`config.mk`:
```
export PLATFORM = sky130hd
export DESIGN_NAME = quad_wiper_bank
export DESIGN_NICKNAME = d
export VERILOG_FILES = /design/src/rtl/quad_wiper_bank.sv
export SDC_FILE = /design/constraint.sdc
export NUM_CORES = 1
export LEC_CHECK = 0
export ABC_AREA = 1
export ABC_CLOCK_PERIOD_IN_PS = 2700
export BUFFER_PORTS_ARGS = -buffer_cell sky130_fd_sc_hd__buf_2
export CAP_MARGIN = 20
export CORE_UTILIZATION = 47
export CTS_BUF_LIST = sky130_fd_sc_hd__clkbuf_2
export DETAILED_ROUTE_END_ITERATION = 16
export GPL_TIMING_DRIVEN = 0
export PLACE_DENSITY = 0.76
export REMOVE_ABC_BUFFERS = 1
export SETUP_SLACK_MARGIN = 0.15
export SLEW_MARGIN = 15
export SYNTH_ARGS = -nofsm -noshare
export SYNTH_HDL_FRONTEND = slang
export SYNTH_SLANG_ARGS = --single-unit
```
`constraint.sdc`:
```
create_clock -name clk -period 2.7 [get_ports clk]
set_input_delay 0.135 -clock clk [delete_from_list [all_inputs] [get_ports clk]]
set_output_delay 0.135 -clock clk [all_outputs]
set_load 0.05 [all_outputs]
```
`src/rtl/quad_wiper_bank.sv`:
```
module quad_wiper_bank #(
  parameter int CHANNELS    = 4,
  parameter int ROWS        = 4,
  parameter int DATA_W      = 8,
  parameter int ADDR_W      = 8,
  parameter int STATUS_ADDR = 7
) (
  input  logic                       clk,
  input  logic                       rst_n,
  input  logic                       cmd_valid,
  input  logic                       cmd_write,
  input  logic [ADDR_W-1:0]          cmd_addr,
  input  logic [DATA_W-1:0]          cmd_wdata,
  output logic [DATA_W-1:0]          rd_data,
  output logic                       rd_valid,
  output logic [CHANNELS*DATA_W-1:0] wiper_out
);
  localparam int CH_W  = $clog2(CHANNELS);
  localparam int ROW_W = $clog2(ROWS);
  localparam int ST_W  = ROW_W + 1;

  logic [ST_W-1:0]   status;
  logic [DATA_W-1:0] wcr [CHANNELS];
  logic [DATA_W-1:0] dr  [CHANNELS][ROWS];
  logic [DATA_W-1:0] rd_next;

  wire              is_status = cmd_addr == ADDR_W'(STATUS_ADDR);
  wire              is_chan   = cmd_addr < ADDR_W'(CHANNELS);
  wire [CH_W-1:0]   chan      = cmd_addr[CH_W-1:0];
  wire              to_dr     = status[0];
  wire [ROW_W-1:0]  row       = status[ST_W-1:1];
  wire [ROW_W-1:0]  new_row   = cmd_wdata[ST_W-1:1];
  wire              wr        = cmd_valid && cmd_write;

  always_ff @(posedge clk or negedge rst_n) begin
    if (!rst_n) begin
      status <= '0;
      for (int c = 0; c < CHANNELS; c++) begin
        wcr[c] <= '0;
        for (int r = 0; r < ROWS; r++) dr[c][r] <= '0;
      end
    end else if (wr) begin
      if (is_status) begin
        status <= cmd_wdata[ST_W-1:0];
        if (cmd_wdata[0])
          for (int c = 0; c < CHANNELS; c++) wcr[c] <= dr[c][new_row];
      end else if (is_chan) begin
        if (to_dr) dr[chan][row] <= cmd_wdata;
        else       wcr[chan]     <= cmd_wdata;
      end
    end
  end

  always_comb begin
    rd_next = '0;
    if (is_status)    rd_next = DATA_W'(status);
    else if (is_chan) rd_next = to_dr ? dr[chan][row] : wcr[chan];
  end

  always_ff @(posedge clk or negedge rst_n) begin
    if (!rst_n) begin
      rd_valid <= 1'b0;
      rd_data  <= '0;
    end else begin
      rd_valid <= cmd_valid && !cmd_write;
      if (cmd_valid && !cmd_write) rd_data <= rd_next;
    end
  end

  for (genvar c = 0; c < CHANNELS; c++) begin : g_out
    assign wiper_out[c*DATA_W +: DATA_W] = wcr[c];
  end
endmodule


```
==> out/qor.yml <==
die_h_um: 141
cts_tree: "built"
wl_um: 28000
place_congestion: 0.869
crit_path_end_kind: "register"
syn2layout_area_growth_pct: 8.82
wl_per_cell_um: 18.7
cts_root_buffer: "clkbuf_2"
crit_chain: "dlygate4sd3_1, buf_2, or2_2, dlygate4sd3_1, nor2_4, and3_2, buf_12, nand2_1, o21ai_0"
hpwl_um: 17500
htree_levels: 4
worst_pin_slew_ns: 1.01
yosysTopAreaCell: "dfrtp_1"
p_leak_uw: 0.00445
worstSetupPathType: "in2reg"
final_hold_viol_count: 0
num_vias: 8768
power_frac_clock_pct: 32.4
fin_total_pwr_uw: 4500
max_slew_margin_pct: 32.1
vdd_ir_drop_max_v: 0.000177
synth_area_um2: 9140
dr.pass1.iters: 6
netlist_top_cells_area: "dfrtp_1 47%, nand2_1 16%, o21ai_0 13%"
drive_gt1_share_pct: 10.1
power.switching_uw: 1230
finalCoreUtilization_pct: 52.6
min_period_ns: 2.58
path_clk_slew_ns: 0.22
yosysTopAreaCellShare_pct: 47.1
crit_buf_inv: 4
timing.fmax_mhz: 387
crit_top_cell: "dlygate4sd3_1"
rows: 50
status: "finished clean"
path_max_fanout: 16
cp-start-kind: "primary input"
skew_ns: 0.0307
chipWidth_um: 141
synth_cell_types: 31
clk_latency_ns: 0.78
grt_overflow_total: 0
ys_warn_count: 0
async_flop_share_pct: 100
rsz0062_at_grt: "true"
p_seq_share_pct: 57.8
fp.dieArea_um2: 20000
yosys_register_bits: 172
syn-instance-count: 1204
cpLargestDelayFamily: "buffers and inverters"
drtIter0Drc: 1453
synth_ff_type: "dfrtp_1"
antenna_found_initial: 1
core_um2: 18900
fin_crit_sh_pct: 95.7
setup_violations: 0
combPwrFrac_pct: 9.8
ys_seq_area_share_pct: 47.1
max_stage_delay_ns: 0.61
initial_core_util_pct: 48.4
cp.arrival_ns: 3.27
grt_pass1_vias: 7583
crit_required_ns: 3.39
cap_violations: 0
cts_buffers: 17
pwr_density_cell_nw_per_um2: 453
internal_power_uw: 3270
synth_enable_flop_cells: 0
track_usage_pct: 28.7
slowest_stage: "dlygate4sd3_1"
syn_avg_cell_area_um2: 7.59
final_nets: 1249
grt_max_degree: 101
min_path_type: "in2reg"
io_buffers: 60
drcViolationCount: 0
cts.sinks: 172
vias_per_cell: 5.85
ant_nets: 0
cts_buffer_depth: 2
grt_pass1_wl_um: 43400
switching_share_pct: 27.2
slew_violations: 0
pin_count: 61
[worst paths after layout]
check,start,endpoint,slack [ns],depth (start not counted)
worst max-delay path,cmd_addr[3],dr[25],0.12,9
worst min-delay path,cmd_addr[2],wiper_out[1],0.02,5
worst max register to register,status[0],dr[25],0.23,6
worst min register to register,rd_data[6],rd_data[6],0.50,2
max in group asynchronous,rst_n,status[0],1.74,4
min in group asynchronous,rst_n,dr[32],0.47,4
[layout make-up]
| cell class | count | area, um2 |
|---|---|---|
| multi-input cells | 900 | 4250 |
| repair buffers | 82 | 603 |
| flip-flops and latches | 172 | 4310 |
| inverters | 56 | 218 |
| clock inverters | 10 | 153 |
| diodes | 1 | 2.50 |
| clock buffers | 17 | 85.1 |
| fillers | 1807 | 8950 |
| well taps | 260 | 325 |
[sequential cells by signal (all words and copies together), names as in the netlist]
register,count
dr,128
wiper_out,32
rd_data,8
status,3
rd_valid,1
[power by group through the flow]
stage          Clock, uW  Sequential (uW)  Combinational (uW)
2_1_floorplan          0             2680                 167
3_3_place_gp           0             2650                 390
3_5_place_dp           0             2650                 408
4_1_cts             1450             2600                 431
5_1_grt             1540             2610                 477
6_report            1460             2600                 441
[synth_stat cells, types with 2 or more instances]
cell and instances:
nand2_1 394, o21ai_0 236, dfrtp_1 172, nor2_1 89
inv_1 54, clkbuf_1 44, a21oi_1 39, o21ai_1 35
a22oi_1 29, buf_2 18, nand4_1 15, nand3_1 14
o22ai_1 14, buf_6 10, nand2_8 9, a31oi_1 7
o21bai_1 5, buf_1 3, o21a_1 3, nor2_4 2
o211ai_1 2
[layout by cell type (no fill, tap or decap), types with 17 or more instances in the layout]
master | Yosys | final
nor2_1 | 89 | 86
nand2_1 | 394 | 387
buf_2 | 18 | 58
o21ai_1 | 35 | 35
inv_1 | 54 | 51
a21oi_1 | 39 | 39
o21ai_0 | 236 | 236
dfrtp_1 | 172 | 171
a22oi_1 | 29 | 29
clkbuf_2 | 0 | 17
[cells by family (layout without fill, tap and decap cells)]
logic type / Yosys count / count (layout) / share of synthesized area (%)
other cells: 0 / 1 / 0
compound gates: 370 / 370 / 21.6
flops: 172 / 172 / 47.1
simple gates: 529 / 530 / 24.4
buf+inv: 133 / 165 / 6.83
[per-stage QoR]
| stage | cells | instance area (um2) | setup slack [ns] | hold slack [ns] | TNS (ns) |
|---|---|---|---|---|---|
| floorplan | 1127 | 8720 | -0.563 | -0.161 | -29.58 |
| global placement | 1447 | 9350 | -1.93 | 0.385 | -454.98 |
| detailed placement | 1452 | 9490 | -1.30 | 0.132 | -168.02 |
| CTS | 1496 | 9910 | 0.172 | 0.0405 | 0 |
| global route | 1498 | 9940 | 0.0390 | 0.000788 | 0 |
| finish | 1498 | 9940 | 0.116 | 0.0165 | 0 |
[worst reg2reg max path, cell delays in order, from the launching register on]
cell,delay (ns)
dfrtp_2,0.62
inv_1,0.28
nor2_1,0.18
and3_2,0.35
buf_12,0.26
nand2_1,0.40
o21ai_0,0.32
[routing by layer]
| metal | vias to the layer above | global-route usage (%) | routed length (um) | share of wire, % |
|---|---|---|---|---|
| li1 | 4040 | - | - | - |
| met1 | 4114 | 42.0 | 11800 | 42 |
| met2 | 547 | 41.9 | 12200 | 43 |
| met3 | 67 | 6.38 | 3230 | 12 |
| met4 | 0 | 9.45 | 781 | 2.8 |
| met5 | - | 0 | 0 | 0 |
[timing repair]
item | CTS | global route
setup buffers | 2 | 0
endpoints found under the setup margin | 154 | 78
gates resized for setup | 4 | 8
gates cloned | 1 | 0
hold endpoints to repair | 271 | 0
hold buffers | 14 | 0
pin swaps | 1 | 0
Power figures use the tool's default switching activity.
